[src/rtl/lut_pkg.sv]
package lut_pkg;
  typedef enum logic [1:0] {
    LM_FUNC  = 2'b00,
    LM_RAM   = 2'b01,
    LM_SHIFT = 2'b10,
    LM_SPARE = 2'b11
  } lut_mode_e;
endpackage

[src/rtl/lut_mode_decode.sv]
module lut_mode_decode
  import lut_pkg::*;
(
  input  logic [1:0] mode_sel,
  input  logic       wr_en,
  input  logic       shift_en,
  output logic       ram_we,
  output logic       shift_step
);
  lut_mode_e mode;

  always_comb begin
    mode       = lut_mode_e'(mode_sel);
    ram_we     = 1'b0;
    shift_step = 1'b0;
    case (mode)
      LM_RAM:   ram_we     = wr_en;
      LM_SHIFT: shift_step = shift_en;
      default: begin
        ram_we     = 1'b0;
        shift_step = 1'b0;
      end
    endcase
  end
endmodule

[src/rtl/lut_cells.sv]
module lut_cells #(
  parameter int DEPTH = 16,
  parameter int SEL_W = $clog2(DEPTH)
) (
  input  logic             clk,
  input  logic             rst_n,
  input  logic [DEPTH-1:0] cfg_init,
  input  logic             ram_we,
  input  logic             shift_step,
  input  logic [SEL_W-1:0] sel,
  input  logic             wr_data,
  input  logic             shift_in,
  output logic [DEPTH-1:0] cells
);
  logic [DEPTH-1:0] cells_next;

  function automatic logic [DEPTH-1:0] shift_once(input logic [DEPTH-1:0] v, input logic b);
    return {v[DEPTH-2:0], b};
  endfunction

  function automatic logic [DEPTH-1:0] write_one(input logic [DEPTH-1:0] v,
                                                 input logic [SEL_W-1:0] idx,
                                                 input logic d);
    logic [DEPTH-1:0] r;
    r      = v;
    r[idx] = d;
    return r;
  endfunction

  always_comb begin
    cells_next = cells;
    if (ram_we)
      cells_next = write_one(cells, sel, wr_data);
    else if (shift_step)
      cells_next = shift_once(cells, shift_in);
  end

  always_ff @(posedge clk) begin
    if (!rst_n) cells <= cfg_init;
    else        cells <= cells_next;
  end
endmodule

[src/rtl/lut_tap.sv]
module lut_tap #(
  parameter int DEPTH = 16,
  parameter int SEL_W = $clog2(DEPTH)
) (
  input  logic [DEPTH-1:0] cells,
  input  logic [SEL_W-1:0] sel,
  output logic             bit_out,
  output logic             chain_out
);
  always_comb begin
    bit_out   = cells[sel];
    chain_out = cells[DEPTH-1];
  end
endmodule

[src/rtl/multimode_lut.sv]
module multimode_lut
  import lut_pkg::*;
#(
  parameter int DEPTH = 16,
  localparam int SEL_W = $clog2(DEPTH)
) (
  input  logic             clk,
  input  logic             rst_n,
  input  logic [1:0]       mode_sel,
  input  logic [DEPTH-1:0] cfg_init,
  input  logic [SEL_W-1:0] sel,
  input  logic             wr_data,
  input  logic             wr_en,
  input  logic             shift_in,
  input  logic             shift_en,
  output logic             bit_out,
  output logic             chain_out
);
  logic             ram_write_ev;
  logic             shift_ev;
  logic [DEPTH-1:0] cells;

  lut_mode_decode u_dec (
    .mode_sel  (mode_sel),
    .wr_en     (wr_en),
    .shift_en  (shift_en),
    .ram_we    (ram_write_ev),
    .shift_step(shift_ev)
  );

  lut_cells #(.DEPTH(DEPTH), .SEL_W(SEL_W)) u_cells (
    .clk       (clk),
    .rst_n     (rst_n),
    .cfg_init  (cfg_init),
    .ram_we    (ram_write_ev),
    .shift_step(shift_ev),
    .sel       (sel),
    .wr_data   (wr_data),
    .shift_in  (shift_in),
    .cells     (cells)
  );

  lut_tap #(.DEPTH(DEPTH), .SEL_W(SEL_W)) u_tap (
    .cells    (cells),
    .sel      (sel),
    .bit_out  (bit_out),
    .chain_out(chain_out)
  );

  // Frozen modes (function and spare code) keep the word.
  assert_frozen_hold_R3: assert property (@(posedge clk) disable iff (!rst_n)
    (mode_sel == LM_FUNC || mode_sel == LM_SPARE) |=> $stable(cells));

  // The decoder never requests a write and a shift together.
  assert_single_update_R8: assert property (@(posedge clk) disable iff (!rst_n)
    !(ram_write_ev && shift_ev));

  assert_ram_write_R4: assert property (@(posedge clk) disable iff (!rst_n)
    ram_write_ev |=> cells[$past(sel)] == $past(wr_data));

  assert_ram_idle_R6: assert property (@(posedge clk) disable iff (!rst_n)
    (mode_sel == LM_RAM && !wr_en) |=> $stable(cells));

  assert_shift_step_R7: assert property (@(posedge clk) disable iff (!rst_n)
    shift_ev |=> (cells[DEPTH-1:1] == $past(cells[DEPTH-2:0]) && cells[0] == $past(shift_in)));

  assert_chain_tap_R9: assert property (@(posedge clk) disable iff (!rst_n)
    chain_out == bit_out || sel != SEL_W'(DEPTH-1));
endmodule

[config.mk]
export PLATFORM = sky130hd
export DESIGN_NAME = multimode_lut
export DESIGN_NICKNAME = d
export VERILOG_FILES = /design/src/rtl/lut_pkg.sv /design/src/rtl/lut_mode_decode.sv /design/src/rtl/lut_cells.sv /design/src/rtl/lut_tap.sv /design/src/rtl/multimode_lut.sv
export SDC_FILE = /design/constraint.sdc
export NUM_CORES = 1
export LEC_CHECK = 0
export ABC_AREA = 1
export ABC_CLOCK_PERIOD_IN_PS = 1570
export BUFFER_PORTS_ARGS = -buffer_cell sky130_fd_sc_hd__buf_2
export CAP_MARGIN = 10
export CORE_MARGIN = 5
export CORE_UTILIZATION = 54
export DETAILED_ROUTE_END_ITERATION = 7
export GPL_ROUTABILITY_DRIVEN = 0
export PLACE_DENSITY_LB_ADDON = 0.05
export SLEW_MARGIN = 20
export SYNTH_ARGS = -nofsm -noshare
export SYNTH_HDL_FRONTEND = slang
export SYNTH_SLANG_ARGS = --single-unit
[constraint.sdc]
create_clock -name clk -period 1.57 [get_ports clk]
set_input_delay 0.157 -clock clk [delete_from_list [all_inputs] [get_ports clk]]
set_output_delay 0.157 -clock clk [all_outputs]
set_load 0.01 [all_outputs]
# Word-level counts from Yosys, hierarchy flattened

Index checks and enable logic that the tools add are counted.

Mux-type cells: 10
Magnitude comparators: 2
Reduce and logical (&&, ||, !) cells: 1
Equality and inequality tests: 3

Operators by type and width:

| operator                                                                      | number |
|---|---|
| 16-bit two-way mux                                                            | 3 |
| 16-bit bitwise mux                                                            | 1 |
| 4-bit by 5-bit less-than comparator with 1-bit output (second input constant) | 1 |
| 1-bit binary-select mux with 4-bit select                                     | 1 |
| 1-bit demux with 4-bit select                                                 | 1 |
| 4-bit by 1-bit >= comparator with 1-bit output (second input constant)        | 1 |
| 1-bit two-way mux                                                             | 4 |
| 3-bit by 1-bit != test with 1-bit output (second input constant)              | 1 |
| 2-bit by 1-bit == test with 1-bit output (second input constant)              | 1 |
| 2-bit == test (second input constant)                                         | 1 |
| 1-bit logical AND                                                             | 1 |

Output and inout bits: 2
Input bits: 28
Flip-flop bits (word level): 16

# Longest topological paths before layout

Depth in word-level cells: 7
Mapped depth: 9

# Cells and area by module

From an unflattened synthesis, not the netlist that was laid out.

Cells, all modules: 226
Area, all modules: 1511.4 µm²

Modules (own cells, without submodules):

| module          | instances | area each (µm²) | cells each |
|---|---|---|---|
| lut_cells       | 1         | 1258.7          | 171 |
| lut_tap         | 1         | 237.7           | 51 |
| lut_mode_decode | 1         | 15.0            | 4 |

# Least setup slack after synthesis

No wires, ideal clock.

Path kind: input -> register
Start: input port wr_en
End: register u_cells.cells[11], enable pin
Arrival time: 0.851 ns
Cell stages on the path: 9
Library setup time: 0.295 ns
Setup slack: 0.425 ns
Path buffers: 1
Data required time: 1.275 ns
Path through: nand2_1 -> nor2_4 -> inv_4 -> nand2_2 -> inv_4 -> nand2_4 -> inv_4 -> buf_6 -> nor2_2

Cells in the longest elaborated chain, start to end: 2

RTL lines:

| item                                                      | RTL line              | RTL |
|---|---|---|
| from (decl)                                               | multimode_lut.sv:13   | `input logic wr_en,` |
| 1-bit two-way mux                                         | lut_mode_decode.sv:16 | `case (mode)` |
| 3-bit by 1-bit != test with 1-bit output (no source line) | --                    |  |
| to (signal assigned)                                      | lut_cells.sv:39       | `if (!rst_n) cells <= cfg_init;` |
| to (signal assigned)                                      | lut_cells.sv:40       | `else cells <= cells_next;` |
| to (decl)                                                 | lut_cells.sv:13       | `output logic [DEPTH-1:0] cells` |

Every way passes these cells.
A chain may end at the register's enable or synchronous reset.

# Worst setup path in the final report

Start: register u_cells.cells[3]
End: output port bit_out

Cells in the longest elaborated chain, start to end: 2

RTL lines:

| item                                      | RTL line            | RTL |
|---|---|---|
| 1-bit binary-select mux with 4-bit select | lut_tap.sv:11       | `bit_out = cells[sel];` |
| 1-bit two-way mux (not written as such)   | lut_tap.sv:11       |  |
| to (decl)                                 | multimode_lut.sv:16 | `output logic bit_out,` |

Every way passes these cells. The select of a mux whose other input is x is not followed.

==> metrics.md <==
| Metric | Value |
|---|---|
| Final hold violation count | 0 |
| FP Rows | 18 |
| FF/Latch Area | 480 um^2 |
| Critical path launch point type | flop |
| Rel. slew slack | 75.9% |
| Post-synthesis xor/xnor area fraction | 0% |
| Drt first pass iters | 5 |
| Post-synthesis sequential area ratio | 36.1% |
| Root buffer cell | clkbuf_4 |
| Slowest-stage cell, CP | edfxtp_1 |
| CTS H-tree depth | 1 |
| DIE AREA | 0.00356 mm^2 |
| Top post-synthesis cells by area | edfxtp_1 (36%), nand2_1 (22%), nor2_1 (12%), nand3_1 (6.4%), a21oi_1 (6.0%) |
| DIE WIDTH | 59.7 um |
| Pin count of the biggest net entering global routing | 20 |
| Ys Warns | 0 |
| Largest register by flop count | u_cells.cells |
| Mux contribution to synthesized area | 0% |
| Placed Area | 0.00148 mm^2 |
| Largest family of logic cells by synthesized area | simple AND/OR/NAND/NOR gates |
| Antenna Diode Count | 0 |
| GRT Overall Usage | 21.4% |
| Class of the worst hold path | in2reg |
| First-pass GRT wire length | 5.69 mm |
| DR iter-0 viols | 93 |
| Final instance area | 0.00150 mm^2 |
| Finished Layout Cells | 266 |
| Largest area contributor in the netlist | edfxtp_1 |
| CTS Sinks | 16 |
| Vias in the first global route | 1336 |
| TritonCTS clock tree | done |
| Starting Density | 55.3% |
| CP Cell Sequence | nand2_1 > nand2_1 > nand2_1 > nand2_1 > nand2_1 > nand2_1 > inv_1 > nand2_1 > buf_2 |
| Fill cells | 220 |
| Cts repair resizes | 0 |
| CTS max path bufs | 2 |
| Mean Syn Cell Area | 6.38 um^2 |
| Cell Area, Synth | 0.00133 mm^2 |
| Max VDD drop | 0.000408 V |
| Worst-margin pin slew | 0.362 ns |
| Critical Path AT | 1.33 ns |
| Final setup viols | 0 |
| Crit-path max cell delay | 0.43 ns |
| Area delta synth->final | 12.9% |
| Antenna violations before repair | 0 |
| Max Clk Rate | 0.673 GHz |
| Routed vias/inst | 5.23 |
| Fin crit share | 94.6% |
| CP Max Fanout | 2 |
| WL final | 3.52 mm |
| GRT Residual Overflow | 0 |
| Adder-Cell Fraction of Synth Area | 0% |
| TritonCTS buffer count | 3 |
| Max-cap violations | 0 |
| Total number of vias | 1390 |
| Clock Pin Slew Worst Setup and Hold Paths | 0.11 ns |
| Post-CTS setup buffer count | 0 |
| Synth unique cells | 17 |
| Core Footprint | 0.00241 mm^2 |
| Multi-input gate area | 736 um^2 |
| Synth Area in Simple Gates | 48.8% |
| Remaining antenna violation count | 0 |
| Most used cell, CP | nand2_1 |
| Share of layout cells above drive strength 1 | 22.5% |
| # hold bufs at CTS | 0 |
| RSZ-0062 raised after global routing | no |
| Setup TNS Final | 0 ns |
| Synth top area share | 36.1% |
| CP Class | reg2out |
| Register bit total from synthesis | 16 |
| Tmin final | 1.49 ns |
| Core Util, Final | 62.4% |
| Clock latency on the worst-skew pair | 0.30 ns |
| Power density cells | 717 mW/mm^2 |
| Top Ports | 30 |
| Status | finished clean |
| Placed cells | 262 |
| Synthesized net count | 237 |
| CP Buf/Inv Count | 2 |
| Post-layout net count | 265 |
| Synth Area in Compound Gates | 6.38% |
| Max reg flops | 16 |
| Routed wire length per instance | 13.2 um |
| CP endpoint kind | output port |
| Port buffer count | 29 |
| CP required | 1.41 ns |
| DPL Wire Length | 2.63 mm |
| Die Height | 59.7 um |
| Pleak | 0.779 nW |
| Final Max Slew Viols | 0 |
| DRC violations left | 0 |
| Cells after Synth | 209 |
| Clock Skew | 0.00129 ns |
| Crit path max-delay family | flip-flops |
| Top flop regs | u_cells.cells (16) |
-- synthesized netlist by cell type, drive strengths merged --
| library cell | instances |
|---|---|
| a21oi | 16 |
| nor2 | 56 |
| edfxtp | 16 |
| clkbuf | 2 |
| nand3 | 17 |
| o21ai | 1 |
| nand2 | 79 |
| inv | 17 |
| buf | 5 |
-- power by group --
part	switching [mW]	total (mW)	internal [mW]
Clock	0.159	0.252	0.0929
Sequential	0.0261	0.556	0.530
Combinational	0.173	0.271	0.0982
Total	0.358	1.08	0.721
-- cells by family (layout without fill, tap and decap cells) --
group,after synthesis,count (layout)
AND/OR/NAND/NOR,152,152
buffers and inverters,24,51
AO/OA/AOI/OAI,17,17
flip-flops,16,16
-- layout make-up --
cell class,count,area share [%]
Clock buffer,3,1.50
Clock inverter,1,0.250
Inverter,17,4.74
Multi-Input combinational cell,169,48.9
Sequential cell,16,31.9
Tap cell,30,2.50
Timing Repair Buffer,30,10.1
-- per-stage QoR --
step                      hold WS (ns)  worst slack, ns  power (mW)
final                            0.129           0.0848        1.08
after global routing             0.134           0.0129        1.13
after CTS                        0.134           0.0993        1.07
after detailed placement         0.451            0.214       0.835
after global placement           0.445            0.271       0.824
after floorplan                  0.360            0.425       0.746
-- path summary, 6_finish.rpt --
check,from,endpoint,slack [ns],cells past startpoint
setup / recovery,u_cells.cells[3]$_DFFE_PP_,bit_out,0.08,9
setup reg to reg,u_cells.cells[7]$_DFFE_PP_,u_cells.cells[8]$_DFFE_PP_,0.64,2
hold / removal,cfg_init[12],u_cells.cells[12]$_DFFE_PP_,0.13,3
hold reg to reg,u_cells.cells[12]$_DFFE_PP_,u_cells.cells[13]$_DFFE_PP_,0.59,2
-- worst min-delay path, stage by stage --
cell,delay (ns)
buf_2,0.07
nand2_1,0.04
nand3_1,0.06
-- metal layers --
| layer | track usage (%) | part of all wire, % | vias to the layer above |
|---|---|---|---|
| li1 | - | - | 711 |
| met3 | 1.94 | 5.8 | 7 |
| met5 | 0 | 0 | - |
| met4 | 8.23 | 1.7 | 0 |
| met1 | 27.3 | 43 | 622 |
| met2 | 37.0 | 50 | 50 |
-- layout by cell type, fill, tap and decap left out, types with 10 or more instances in the layout --
cell type and n:
nor2_1 44, nand2_1 77, inv_1 11, nand3_1 17, buf_2 29, nor2_2 10, edfxtp_1 16, a21oi_1 16
Power figures use the tool's default switching activity.
